**src/rtl/tpo_pkg.sv**
```systemverilog
package tpo_pkg;
  typedef enum logic [1:0] {
    A_NEXT   = 2'd0,
    A_ENABLE = 2'd1,
    A_TRIG   = 2'd2,
    A_PORT   = 2'd3
  } reg_addr_e;
endpackage

```
**src/rtl/tpo_regs.sv**
```systemverilog
module tpo_regs #(
  parameter int PW     = 16,
  parameter int CTRL_W = 8
) (
  input  logic              clk,
  input  logic              rst,
  input  logic [1:0]        addr,
  input  logic              wr,
  input  logic [PW-1:0]     wdata,
  input  logic [PW-1:0]     port_q,
  output logic [PW-1:0]     rdata,
  output logic [PW-1:0]     nd_q,
  output logic [PW-1:0]     en_q,
  output logic [CTRL_W-1:0] sel_q
);
  import tpo_pkg::*;

  reg_addr_e a;
  assign a = reg_addr_e'(addr);

  always_ff @(posedge clk) begin
    if (rst) begin
      nd_q  <= '0;
      en_q  <= '0;
      sel_q <= '1;
    end else if (wr) begin
      case (a)
        A_NEXT:   nd_q  <= wdata;
        A_ENABLE: en_q  <= wdata;
        A_TRIG:   sel_q <= wdata[CTRL_W-1:0];
        default:  ;
      endcase
    end
  end

  always_ff @(posedge clk) begin
    if (rst) rdata <= '0;
    else begin
      case (a)
        A_NEXT:   rdata <= nd_q;
        A_ENABLE: rdata <= en_q;
        A_TRIG:   rdata <= {{(PW-CTRL_W){1'b0}}, sel_q};
        default:  rdata <= port_q;
      endcase
    end
  end

  // the trigger register comes out of reset selecting the top channel
  p_trig_reset_r3: assert property (@(posedge clk) disable iff (rst)
    $past(rst) |-> (sel_q == {CTRL_W{1'b1}}));

  // no trigger-register write means its contents stay, standby or not
  p_trig_keep_r8: assert property (@(posedge clk) disable iff (rst)
    !(wr && addr == A_TRIG) |=> $stable(sel_q));
endmodule

```
**src/rtl/tpo_trig_sel.sv**
```systemverilog
module tpo_trig_sel #(
  parameter int CH_N  = 4,
  parameter int SEL_W = 2
) (
  input  logic [CH_N-1:0]  strobe,
  input  logic [SEL_W-1:0] sel,
  input  logic             standby,
  output logic             fire
);
  always_comb fire = strobe[sel] & ~standby;
endmodule

```
**src/rtl/tpo_group_out.sv**
```systemverilog
module tpo_group_out #(
  parameter int GRP_W = 4
) (
  input  logic             clk,
  input  logic             rst,
  input  logic             fire,
  input  logic [GRP_W-1:0] nd,
  input  logic [GRP_W-1:0] en,
  output logic [GRP_W-1:0] q
);
  always_ff @(posedge clk) begin
    if (rst)       q <= '0;
    else if (fire) q <= (en & nd) | (~en & q);
  end

  for (genvar i = 0; i < GRP_W; i++) begin : g_bit
    // a masked bit never moves
    p_masked_hold_r5: assert property (@(posedge clk) disable iff (rst)
      !en[i] |=> $stable(q[i]));
    // an enabled bit takes next-data on its trigger
    p_enabled_load_r4: assert property (@(posedge clk) disable iff (rst)
      (fire && en[i]) |=> (q[i] == $past(nd[i])));
  end
endmodule

```
**src/rtl/tpo_pattern_ctrl.sv**
```systemverilog
module tpo_pattern_ctrl #(
  parameter int GROUPS = 4,
  parameter int GRP_W  = 4,
  parameter int CH_N   = 4
) (
  input  logic                      clk,
  input  logic                      rst,
  input  logic [1:0]                bus_addr,
  input  logic                      bus_wr,
  input  logic [GROUPS*GRP_W-1:0]   bus_wdata,
  output logic [GROUPS*GRP_W-1:0]   bus_rdata,
  input  logic [CH_N-1:0]           cm_strobe,
  input  logic                      standby,
  output logic [GROUPS*GRP_W-1:0]   pat_out
);
  localparam int PW     = GROUPS * GRP_W;
  localparam int SEL_W  = $clog2(CH_N);
  localparam int CTRL_W = GROUPS * SEL_W;

  logic [PW-1:0]     nd_q, en_q, port_q;
  logic [CTRL_W-1:0] sel_q;
  logic [GROUPS-1:0] fire;

  tpo_regs #(.PW(PW), .CTRL_W(CTRL_W)) u_regs (
    .clk(clk), .rst(rst), .addr(bus_addr), .wr(bus_wr), .wdata(bus_wdata),
    .port_q(port_q), .rdata(bus_rdata), .nd_q(nd_q), .en_q(en_q), .sel_q(sel_q)
  );

  for (genvar g = 0; g < GROUPS; g++) begin : g_grp
    tpo_trig_sel #(.CH_N(CH_N), .SEL_W(SEL_W)) u_sel (
      .strobe(cm_strobe), .sel(sel_q[g*SEL_W +: SEL_W]),
      .standby(standby), .fire(fire[g])
    );
    tpo_group_out #(.GRP_W(GRP_W)) u_out (
      .clk(clk), .rst(rst), .fire(fire[g]),
      .nd(nd_q[g*GRP_W +: GRP_W]), .en(en_q[g*GRP_W +: GRP_W]),
      .q(port_q[g*GRP_W +: GRP_W])
    );
  end

  assign pat_out = port_q;

  // standby freezes the port
  p_standby_freeze_r8: assert property (@(posedge clk) disable iff (rst)
    standby |=> $stable(pat_out));
  // no strobe at all leaves the port alone
  p_idle_hold_r10: assert property (@(posedge clk) disable iff (rst)
    (cm_strobe == '0) |=> $stable(pat_out));
endmodule

```
**config.mk**
```make
export PLATFORM = sky130hd
export DESIGN_NAME = tpo_pattern_ctrl
export DESIGN_NICKNAME = d
export VERILOG_FILES = /design/src/rtl/tpo_pkg.sv /design/src/rtl/tpo_regs.sv /design/src/rtl/tpo_trig_sel.sv /design/src/rtl/tpo_group_out.sv /design/src/rtl/tpo_pattern_ctrl.sv
export SDC_FILE = /design/constraint.sdc
export NUM_CORES = 1
export LEC_CHECK = 0
export ABC_CLOCK_PERIOD_IN_PS = 2510
export BUFFER_PORTS_ARGS = -buffer_cell sky130_fd_sc_hd__buf_2
export CORE_UTILIZATION = 40
export CTS_CLUSTER_DIAMETER = 200
export DETAILED_ROUTE_END_ITERATION = 8
export PLACE_DENSITY = 0.61
export SLEW_MARGIN = 5
export SYNTH_ARGS = -nofsm -noshare
export SYNTH_HDL_FRONTEND = slang
export SYNTH_HIERARCHICAL = 1
export SYNTH_SLANG_ARGS = --single-unit
```
**constraint.sdc**
```tcl
create_clock -name clk -period 2.51 [get_ports clk]
set_clock_uncertainty 0.15 [all_clocks]
set_input_delay 0.502 -clock clk [delete_from_list [all_inputs] [get_ports clk]]
set_output_delay 0.502 -clock clk [all_outputs]
set_load 0.005 [all_outputs]
```
After elaboration in Yosys (flattened, before gate mapping)
Index checks and enable logic that the tools add are counted.
{"block": "classes", "muxes": 9, "bitwise": 21, "n_eq_ne": 2, "order_cmp": 4, "n_reduce_logical": 4}
{"op": "16-bit one-hot mux with 3 select lines", "count": 1}
{"op": "4-bit bitwise AND", "count": 8}
{"op": "4-bit inverter", "count": 4}
{"op": "4-bit bitwise OR", "count": 4}
{"op": "2-bit by 3-bit < comparator with 1-bit output, second input constant", "count": 4}
{"op": "1-bit binary-select mux with 2-bit select", "count": 4}
{"op": "2-bit AND reduction", "count": 3}
{"op": "1-bit bitwise AND", "count": 4}
{"op": "1-bit 2-to-1 mux", "count": 4}
{"op": "2-bit by 1-bit equality test with 1-bit output, second input constant", "count": 1}
{"op": "2-bit equality test, second input constant", "count": 1}
{"op": "2-bit zero test", "count": 1}
{"op": "1-bit inverter", "count": 1}
{"block": "word_totals", "inputBits": 26, "wordCells": 48, "out_inout_bits": 32, "ff_bits": 72}

Logic depth before layout (Yosys ltp)
{"block": "logic_depth", "word_depth": 3, "ltp_mapped": 5, "mapped_depth_nobuf": 4}

Hierarchy
The synthesis kept the hierarchy.
{"mod": "tpo_regs", "cells_per_inst": 236, "instances": 1, "area_per_inst_um2": 2458.6}
{"mod": "tpo_group_out", "cells_per_inst": 17, "instances": 4, "area_per_inst_um2": 171.4}
{"mod": "tpo_trig_sel", "cells_per_inst": 2, "instances": 4, "area_per_inst_um2": 36.3}

Worst setup path before layout
No wires, ideal clock.
{"block": "synth_path", "path_kind": "input-to-reg", "start": "in cm_strobe[3]", "end": "reg with a tool-made name", "t_required_ps": 2290, "setup_slack_ps": 836, "arrival_time_ps": 1454, "path_buffers": 1, "cell_stages": 5, "setup_time_ps": 70, "cell_sequence": "mux4_2 > nor2b_4 > buf_6 > a21bo_1 > a21oi_1"}
{"item": "start: declaration", "line_no": "tpo_pattern_ctrl.sv:12", "rtl": "input logic [CH_N-1:0] cm_strobe,"}

==> metrics.md <==
| Metric | Value |
|---|---|
| Vias per cell | `4.99` |
| H-tree Lvls | `3` |
| Share of layout cells above drive strength 1 | `24.5%` |
| Critical Path Start | `u_regs/sel_q[6]` |
| Final worst-path cycle share | `64.4%` |
| Clock transition at path regs | `80 ps` |
| Leak | `1.66 nW` |
| Antenna Violating Nets Remaining | `0` |
| Gates resized, CTS repair | `0` |
| I/O pin count | `58` |
| CP startpoint kind | `flop` |
| Yosys Warn Count | `6` |
| Most common cell in the netlist | `dfxtp_1` |
| Synth Net Count | `338` |
| Vias | `2,345` |
| Crit Path Max Fanout | `8` |
| I/O Buffers | `57` |
| Met3 WL | `247 um` |
| Synth top area share | `43.8%` |
| Overall die height | `92.7 um` |
| Hold Crit Class | `in -> reg` |
| # hold bufs at CTS | `0` |
| CP Capture Type | `flop` |
| WP data arrival | `1740 ps` |
| Initial antenna violation count | `0` |
| Std-Cell Rows | `32` |
| Yosys top cell by area | `dfxtp_1` |
| Syn Inst Count | `312` |
| Max Buffers Root-to-Sink | `2` |
| Detail Placement HPWL | `4.89 mm` |
| Top_reg_cell synth | `dfxtp_1` |
| GR Overflow Total | `0` |
| DRC Markers | `0` |
| Antenna diode count | `0` |
| Pin count of the biggest net entering global routing | `37` |
| Num CTS Buffers | `9` |
| Die Footprint | `0.00859 mm2` |
| Setup_tns | `0 ps` |
| Fin crit period | `1620 ps` |
| Final hold violation count | `0` |
| Top cells by count, synth | `dfxtp_1 (72), mux2i_1 (64), nand2b_1 (49)` |
| Fmax | `619 MHz` |
| Final core utilization | `48.7%` |
| GRT Util Overall | `17.5%` |
| Final setup violating endpoints | `0` |
| Global-route wire length before repair | `11.5 mm` |
| Die Width | `92.7 um` |
| EDFF count, synth | `0` |
| Top Layer Used | `met4` |
| Core area | `0.00785 mm2` |
| Sequential cell area fraction in the yosys report | `43.8%` |
| Mapped Area | `0.00329 mm2` |
| Setup Crit Path Kind | `reg -> reg` |
| Wl on met1 | `3.50 mm` |
| Worst reg2reg path startpoint | `u_regs/sel_q[6]` |
| Yosys cell types | `22` |
| Clk_lat worst skew | `340 ps` |
| Vias in the first global route | `2,289` |
| Initial Util | `41.9%` |
| WL/cell | `14.9 um` |
| Routed met2 length | `3.14 mm` |
| CTS tree | `done` |
| Final net count | `389` |
| Post-Syn Area per Cell | `10.5 um2` |
| Unrepaired setup endpoints after global routing | `no` |
| CTS Sinks | `72` |
| Asr flop ratio synth | `0%` |
| Detailed Routing Iterations Pass 1 | `4` |
| Post-CTS setup buffer count | `0` |
| Worst-Margin Slew | `563 ps` |
| Area delta synth->final | `16.2%` |
| 1st-iter DRT viols | `92` |
| Req. time, crit path | `2630 ps` |
| Final Wtd Congestion | `0.745` |
| Power Density | `627 mW/mm2` |
| Total of max-cap violations | `0` |
| Outcome | `finished clean` |
| Clock root cell | `clkbuf_8` |
| VDD IR max | `297 uV` |
| Top post-synthesis cells by area | `dfxtp_1 (44%), mux2i_1 (19%), nand2b_1 (9.3%)` |
| Routed WL | `7.03 mm` |
| Max-slew violations | `0` |
| Max transition margin | `62.4%` |
| Hold Path Origin | `rst` |
| Synthesized flop and latch total | `72` |
[power by group]
group          internal [W]  leakage, nW  switching, W
Clock              0.000567        0.113      0.000408
Combinational      0.000106        0.957      0.000116
Sequential          0.00118        0.586     0.0000239
Total               0.00185         1.66      0.000548
[cell usage in the layout, fill, tap and decap left out]
cell type  netlist  routed
dfxtp_1         72      72
mux2i_1         64      64
buf_2            6      57
nand2b_1        49      49
nand3_1         16      16
a21bo_1         16      16
a21oi_1         16      16
nor2_1          16      16
clkbuf_8         0      13
a21boi_0         8       8
a211oi_1         8       8
o22ai_1          8       8
buf_4            1       7
mux4_2           4       4
nor2b_4          4       4
and3b_1          2       2
bufinv_16        0       1
clkinv_2         0       1
clkbuf_1        10       1
nor3b_2          0       1
nand3b_1         1       1
inv_2            1       1
or2_2            1       1
or3b_1           1       1
[critical path, cell delays in order, from the launching register on]
cell and delay (ps):
dfxtp_1 410, mux4_2 510, nor2b_4 170, a21bo_1 180, a21oi_1 130
[per-layer routing]
layer | global-route usage (%) | vias to the layer above
met4 | 8.97 | 0
met3 | 2.96 | 10
met5 | 0 | -
li1 | - | 1203
met1 | 23.6 | 1091
met2 | 27.0 | 41
[cell families (layout without fill, tap and decap cells)]
family          count (synthesis)  count (layout)  share of synthesized area, %
compound gates                 56              56                          12.5
buf+inv                        25              81                          4.79
flops                          72              72                          43.8
mux                            68              68                          22.2
simple gates                   91              91                          16.7
[cell type report]
type,count,area [um2]
clock buffer,14,183
clock inverter,2,35.0
fill,777,4020
inverter,1,3.75
multi-input combinational,215,1700
sequential,72,1440
tap,102,128
timing repair buffer,64,338
[per-stage QoR]
stage / cell area, um2 / total power, W / hold slack, ps / setup slack, ps / cells
4_1_cts: 3820 / 0.00243 / 247 / 897 / 470
5_1_grt: 3820 / 0.00250 / 249 / 799 / 470
3_3_place_gp: 3610 / 0.00145 / 320 / 723 / 454
3_5_place_dp: 3610 / 0.00145 / 324 / 703 / 454
6_report: 3820 / 0.00240 / 259 / 894 / 470
2_1_floorplan: 3290 / 0.00138 / 300 / 836 / 312
[path summary, 6_finish.rpt]
| kind | cells past startpoint | slack, ps | to |
|---|---|---|---|
| setup / recovery | 4 | 890 | flop |
| hold / removal | 2 | 260 | flop |
| setup reg to reg | 4 | 890 | flop |
| hold reg to reg | 2 | 340 | flop |
No activity file was read; power rests on OpenSTA's default activity.
